$ cat src/rtl/tmr_pkg.sv
`timescale 1ns/1ps
package tmr_pkg;

    typedef enum logic [1:0] {
        WORD_COUNT = 2'd0,
        WORD_PLIM  = 2'd1,
        WORD_SLIM  = 2'd2,
        WORD_CTRL  = 2'd3
    } word_sel_e;

    // control word, bit 0 upward: run, alternate, external source, gate enable
    typedef struct packed {
        logic gate_en;
        logic ext_src;
        logic alt;
        logic run;
    } ctrl_t;

    localparam int unsigned CTRL_BITS  = 4;
    localparam int unsigned STATUS_BIT = 4;

    function automatic logic [STATUS_BIT:0] ctrl_view(input ctrl_t c, input logic sec_active);
        return {sec_active, c};
    endfunction

endpackage

$ cat src/rtl/tmr_sync.sv
`timescale 1ns/1ps
module tmr_sync #(
    parameter int STAGES = 2
) (
    input  logic clk,
    input  logic rst,
    input  logic din,
    output logic level,
    output logic rise
);
    logic [STAGES-1:0] chain;
    logic              prev;

    always_ff @(posedge clk) begin
        if (rst) begin
            chain <= '0;
            prev  <= 1'b0;
        end else begin
            chain <= {chain[STAGES-2:0], din};
            prev  <= chain[STAGES-1];
        end
    end

    assign level = chain[STAGES-1];
    assign rise  = chain[STAGES-1] & ~prev;
endmodule

$ cat src/rtl/tmr_slot.sv
`timescale 1ns/1ps
module tmr_slot #(
    parameter int DIV = 4
) (
    input  logic clk,
    input  logic rst,
    output logic slot
);
    localparam int PW = (DIV > 1) ? $clog2(DIV) : 1;
    localparam logic [PW-1:0] LAST = PW'(DIV - 1);

    logic [PW-1:0] phase;

    always_ff @(posedge clk) begin
        if (rst)                phase <= '0;
        else if (phase == LAST) phase <= '0;
        else                    phase <= phase + 1'b1;
    end

    assign slot = (phase == LAST);
endmodule

$ cat src/rtl/tmr_core.sv
`timescale 1ns/1ps
module tmr_core
    import tmr_pkg::*;
#(
    parameter int W = 16
) (
    input  logic         clk,
    input  logic         rst,
    input  logic         slot,
    input  logic         ext_rise,
    input  logic         gate_lvl,
    input  ctrl_t        ctrl,
    input  logic [W-1:0] plim,
    input  logic [W-1:0] slim,
    input  logic         cnt_we,
    input  logic [W-1:0] cnt_wdata,
    input  logic         ctrl_we,
    output logic [W-1:0] count,
    output logic         sec_active,
    output logic         out
);
    logic         pend;
    logic         src_hit;
    logic         gate_ok;
    logic         evt;
    logic         wrap;
    logic         sec_next;
    logic [W-1:0] cur_lim;
    logic [W-1:0] inc;

    assign src_hit = ctrl.ext_src ? (ext_rise | pend) : 1'b1;
    assign gate_ok = ~ctrl.gate_en | gate_lvl;
    assign evt     = ctrl.run & slot & src_hit & gate_ok;
    assign cur_lim = sec_active ? slim : plim;
    assign inc     = count + 1'b1;
    assign wrap    = evt & (inc == cur_lim);

    always_comb begin
        sec_next = sec_active;
        if (ctrl_we)               sec_next = 1'b0;
        else if (wrap && ctrl.alt) sec_next = ~sec_active;
    end

    // an edge seen between slots waits for the next slot
    always_ff @(posedge clk) begin
        if (rst)                          pend <= 1'b0;
        else if (!ctrl.run || !ctrl.ext_src) pend <= 1'b0;
        else if (slot)                    pend <= 1'b0;
        else if (ext_rise)                pend <= 1'b1;
    end

    always_ff @(posedge clk) begin
        if (rst)          count <= '0;
        else if (cnt_we)  count <= cnt_wdata;
        else if (evt)     count <= wrap ? '0 : inc;
    end

    always_ff @(posedge clk) begin
        if (rst) sec_active <= 1'b0;
        else     sec_active <= sec_next;
    end

    always_ff @(posedge clk) begin
        if (rst)            out <= 1'b1;
        else if (!ctrl.run) out <= 1'b1;
        else if (ctrl.alt)  out <= ~sec_next;
        else                out <= ~wrap;
    end
endmodule

$ cat src/rtl/dual_max_timer.sv
`timescale 1ns/1ps
module dual_max_timer
    import tmr_pkg::*;
#(
    parameter int CNT_W     = 16,
    parameter int SYNC_LEN  = 2,
    parameter int SLOT_DIV  = 4
) (
    input  logic             clk,
    input  logic             rst,
    input  logic             bus_we,
    input  logic [1:0]       bus_addr,
    input  logic [CNT_W-1:0] bus_wdata,
    output logic [CNT_W-1:0] bus_rdata,
    input  logic             ext_clk_in,
    input  logic             gate_in,
    output logic             tmr_out
);
    localparam int VIEW_W = STATUS_BIT + 1;

    ctrl_t            ctrl_q;
    logic [CNT_W-1:0] plim_q;
    logic [CNT_W-1:0] slim_q;
    logic [CNT_W-1:0] count_q;
    logic             sec_q;
    logic             slot;
    logic             ext_lvl;
    logic             ext_rise;
    logic             gate_lvl;
    logic             gate_rise;
    logic             cnt_we;
    logic             ctrl_we;
    logic             run_w;
    logic             alt_w;
    word_sel_e        sel;

    assign sel     = word_sel_e'(bus_addr);
    assign cnt_we  = bus_we && (sel == WORD_COUNT);
    assign ctrl_we = bus_we && (sel == WORD_CTRL);
    assign run_w   = ctrl_q.run;
    assign alt_w   = ctrl_q.alt;

    always_ff @(posedge clk) begin
        if (rst) begin
            ctrl_q <= '0;
            plim_q <= '0;
            slim_q <= '0;
        end else if (bus_we) begin
            unique case (sel)
                WORD_PLIM: plim_q <= bus_wdata;
                WORD_SLIM: slim_q <= bus_wdata;
                WORD_CTRL: ctrl_q <= ctrl_t'(bus_wdata[CTRL_BITS-1:0]);
                default:   ;
            endcase
        end
    end

    always_comb begin
        unique case (sel)
            WORD_COUNT: bus_rdata = count_q;
            WORD_PLIM:  bus_rdata = plim_q;
            WORD_SLIM:  bus_rdata = slim_q;
            default:    bus_rdata = CNT_W'(ctrl_view(ctrl_q, sec_q));
        endcase
    end

    tmr_sync #(.STAGES(SYNC_LEN)) u_ext_sync (
        .clk(clk), .rst(rst), .din(ext_clk_in), .level(ext_lvl), .rise(ext_rise)
    );

    tmr_sync #(.STAGES(SYNC_LEN)) u_gate_sync (
        .clk(clk), .rst(rst), .din(gate_in), .level(gate_lvl), .rise(gate_rise)
    );

    tmr_slot #(.DIV(SLOT_DIV)) u_slot (
        .clk(clk), .rst(rst), .slot(slot)
    );

    tmr_core #(.W(CNT_W)) u_core (
        .clk(clk), .rst(rst), .slot(slot), .ext_rise(ext_rise),
        .gate_lvl(gate_lvl), .ctrl(ctrl_q), .plim(plim_q), .slim(slim_q),
        .cnt_we(cnt_we), .cnt_wdata(bus_wdata), .ctrl_we(ctrl_we),
        .count(count_q), .sec_active(sec_q), .out(tmr_out)
    );

    logic unused_ok;
    assign unused_ok = ext_lvl ^ gate_rise;
endmodule

$ cat config.mk
export PLATFORM = sky130hd
export DESIGN_NAME = dual_max_timer
export DESIGN_NICKNAME = d
export VERILOG_FILES = /design/src/rtl/tmr_pkg.sv /design/src/rtl/tmr_sync.sv /design/src/rtl/tmr_slot.sv /design/src/rtl/tmr_core.sv /design/src/rtl/dual_max_timer.sv
export SDC_FILE = /design/constraint.sdc
export NUM_CORES = 1
export LEC_CHECK = 0
export CAP_MARGIN = 30
export CORE_MARGIN = 2
export CORE_UTILIZATION = 58
export CTS_CLUSTER_DIAMETER = 50
export DETAILED_ROUTE_END_ITERATION = 12
export GPL_TIMING_DRIVEN = 0
export HOLD_SLACK_MARGIN = 0.03
export PLACE_DENSITY = 0.82
export SYNTH_ARGS = -nofsm -noshare
export SYNTH_HDL_FRONTEND = slang
export SYNTH_SLANG_ARGS = --single-unit
$ cat constraint.sdc
create_clock -name clk -period 5.78 [get_ports clk]
set_input_delay 1.156 -clock clk [delete_from_list [all_inputs] [get_ports clk]]
set_output_delay 1.156 -clock clk [all_outputs]
set_load 0.1 [all_outputs]
==> metrics.txt <==
outcome completed; Routed WL 11300 um; ys flop type dfxtp_1; DRC 0; Sum Neg Setup Slack 0 ns; Pwr Density 244 nW/um^2; fmax 175 MHz; Die Area about 7000 um^2; combinational share of power roughly 18%; GRT Resource Usage Total 32.8%; Die X around 84 um; PortBufs 38; slowest CP cell clkdlybuf4s50_1; asr flop ratio synth 0%; hold buffer count at CTS 0; WL per Instance 19.0 um; cts repair resizes 0; fill count 510; tightest hold margin roughly 0.43 ns; CP bufs+invs 4; Final nets 536; clock-pin slew on the worst setup and hold paths 0.07 ns; antenna violations before repair 0; synth top area cells dfxtp_1 34%, nand2_1 9.2%, mux2i_1 8.9%; cts bufs inserted 9; I/O pin total 40; Top delay family on crit path buffers and inverters; first-pass GRT wire length 18000 um; startpoint types input port; Seq pwr share approximately 43%; Clock Power Share 39.2%; FF/Latch Area 1240 um^2; number of distinct library cells after synthesis between 60 and 70; top cell type's share of synthesized area 33.6%; root buffer cell clkbuf_8; post-synthesis sequential area ratio 33.6%; drt pass-1 iters 5; CP max stage delay about 1.2 ns; share of cells above drive strength 1 9.11%; maximum VDD drop ~0.19 mV; worst hold path depth 1; Worst path depth 6; Fin. Hold Viols 0; synthesized area 3700 um^2; Via density 6.37; final setup violating endpoints 0; MaxCap Viol Count 0; crit share post-route 98.7%; CP Class in2out; row count 29; metal2 WL between 5000 and 6000 um; FF-to-FF path depth 9; pins over their slew limit 0; Met1 Wirelength 4570 um; CP Data Arrival Time 4.55 ns; core area 6240 um^2; H-tree depth 3; Post-synth EDFFs 0; Cell Chain, Critical Path clkdlybuf4s50_1 -> buf_1 -> buf_1 -> mux2i_1 -> o21ai_0 -> clkdlybuf4s50_1; clk_lat worst skew 0.34 ns; Post-Synthesis Cells 462; Post-Syn Area per Cell 8.00 um^2; DP HPWL 7950 um; Worst setup EP type output port; top cells by count, synth 91 x nand2_1, 62 x dfxtp_1, 38 x a21oi_1; Diodes inserted 0; Net Sw Frac between 20 and 30%; slew margin rel. 32.3%; Die Y 83.8 um; Layout Skew 0.00749 ns; most common cell in the netlist nand2_1; max layer used met4; leakage roughly 1.5 nW; Post CTS Setup Buffer Count 0; routed wl met3 1310 um; unrepaired setup endpoints after global routing no; # clock sinks 62; CTS tree yes; Final Critical Period 5.70 ns; initial drt markers 478; vias in the first global route about 3500; CP max FO 10; Layout area overhead 18.7%; synthesized net count 487; area leader, netlist dfxtp_1; synth warn 0; FF+latch count, synth 62; starting density of the core 59.2%; Max clock buf depth 2; largest net degree at the start of global routing 12; routed via count 3780; NetSw approximately 0.00031 W; total gr overflow 0; Worst-Margin Slew 1.01 ns; area occupied by multi-input gates around 2300 um^2; Critical Path RT 4.62 ns; GP Congestion between 0.9 and 1; Int Pwr 0.000755 W; worst hold path class reg2reg; Final ANT Viol Nets 0
-- flip-flops by register name, summed over array words and instances (netlist names) --
register,count
u_slot.phase,2
u_ext_sync.chain,2
u_core.pend,1
slim_q,16
run_w,1
u_core.count,16
ctrl_q,2
u_gate_sync.chain,2
u_ext_sync.prev,1
alt_w,1
u_core.sec_active,1
plim_q,16
u_core.out,1
-- metrics by stage --
step | instance area, um^2 | power, W | worst slack, ns | utilization (%) | instances
finish | 4390 | 0.00107 | 0.0759 | 70.3 | 593
global route | 4390 | 0.00111 | 0.00383 | 70.3 | 593
CTS | 4390 | 0.00107 | 0.139 | 70.3 | 593
detailed placement | 4170 | 0.000655 | 0.160 | 66.9 | 577
global placement | 4170 | 0.000650 | 0.220 | 66.9 | 577
floorplan | 3700 | 0.000595 | 0.428 | - | 462
-- path summary, 6_finish.rpt --
kind,slack [ns],end,start
max,0.08,bus_rdata[6],bus_addr[0]
min,0.43,u_slot.phase[0],u_slot.phase[0]
max reg2reg,2.73,u_core.count[9],u_core.count[1]
min reg2reg,0.43,u_slot.phase[0],u_slot.phase[0]
-- placed cells by master (no fill, tap or decap), types with 6 or more instances in the layout --
master | Yosys | routed
nor2b_1 | 7 | 7
nor2_1 | 34 | 34
a211oi_1 | 10 | 10
buf_2 | 7 | 7
mux2i_1 | 33 | 33
o21ai_0 | 16 | 16
a21oi_1 | 38 | 38
xnor2_1 | 20 | 20
clkbuf_8 | 0 | 9
nand3_1 | 10 | 10
nand4_1 | 7 | 7
nor4_1 | 10 | 10
buf_4 | 6 | 6
nand2_1 | 91 | 91
and3_1 | 6 | 6
xor2_1 | 9 | 9
clkdlybuf4s50_1 | 0 | 38
clkbuf_1 | 21 | 22
dfxtp_1 | 62 | 62
-- power by group through the flow --
| stage | clock network, W | logic (W) | registers, W |
|---|---|---|---|
| after floorplan | 0 | 0.000131 | 0.000464 |
| final | 0.000420 | 0.000191 | 0.000459 |
| after global routing | 0.000443 | 0.000204 | 0.000460 |
| after global placement | 0 | 0.000184 | 0.000467 |
| after CTS | 0.000422 | 0.000188 | 0.000459 |
| after detailed placement | 0 | 0.000187 | 0.000468 |
-- per-layer routing --
metal	global-route usage (%)	up-vias
li1	-	1711
met1	45.2	1787
met2	48.4	244
met3	8.51	38
met4	14.7	0
met5	0	-
-- layout make-up --
class,instances,area share [%]
tap,77,2.20
inverter,4,0.342
clock inverter,6,1.97
buffer,40,4.16
clock buffer,10,2.91
sequential,62,28.3
timing repair buffer,38,8.67
multi-input combinational,356,51.5
-- cell families after synthesis --
family	Yosys count	share of synthesized area, %
mux	41	13.0
compound gates	87	14.2
simple gates	197	26.3
fa+ha+maj	2	0.677
buf+inv	44	5.35
flops	62	33.6
xor+xnor	29	6.87
No activity file was read; power rests on OpenSTA's default activity.
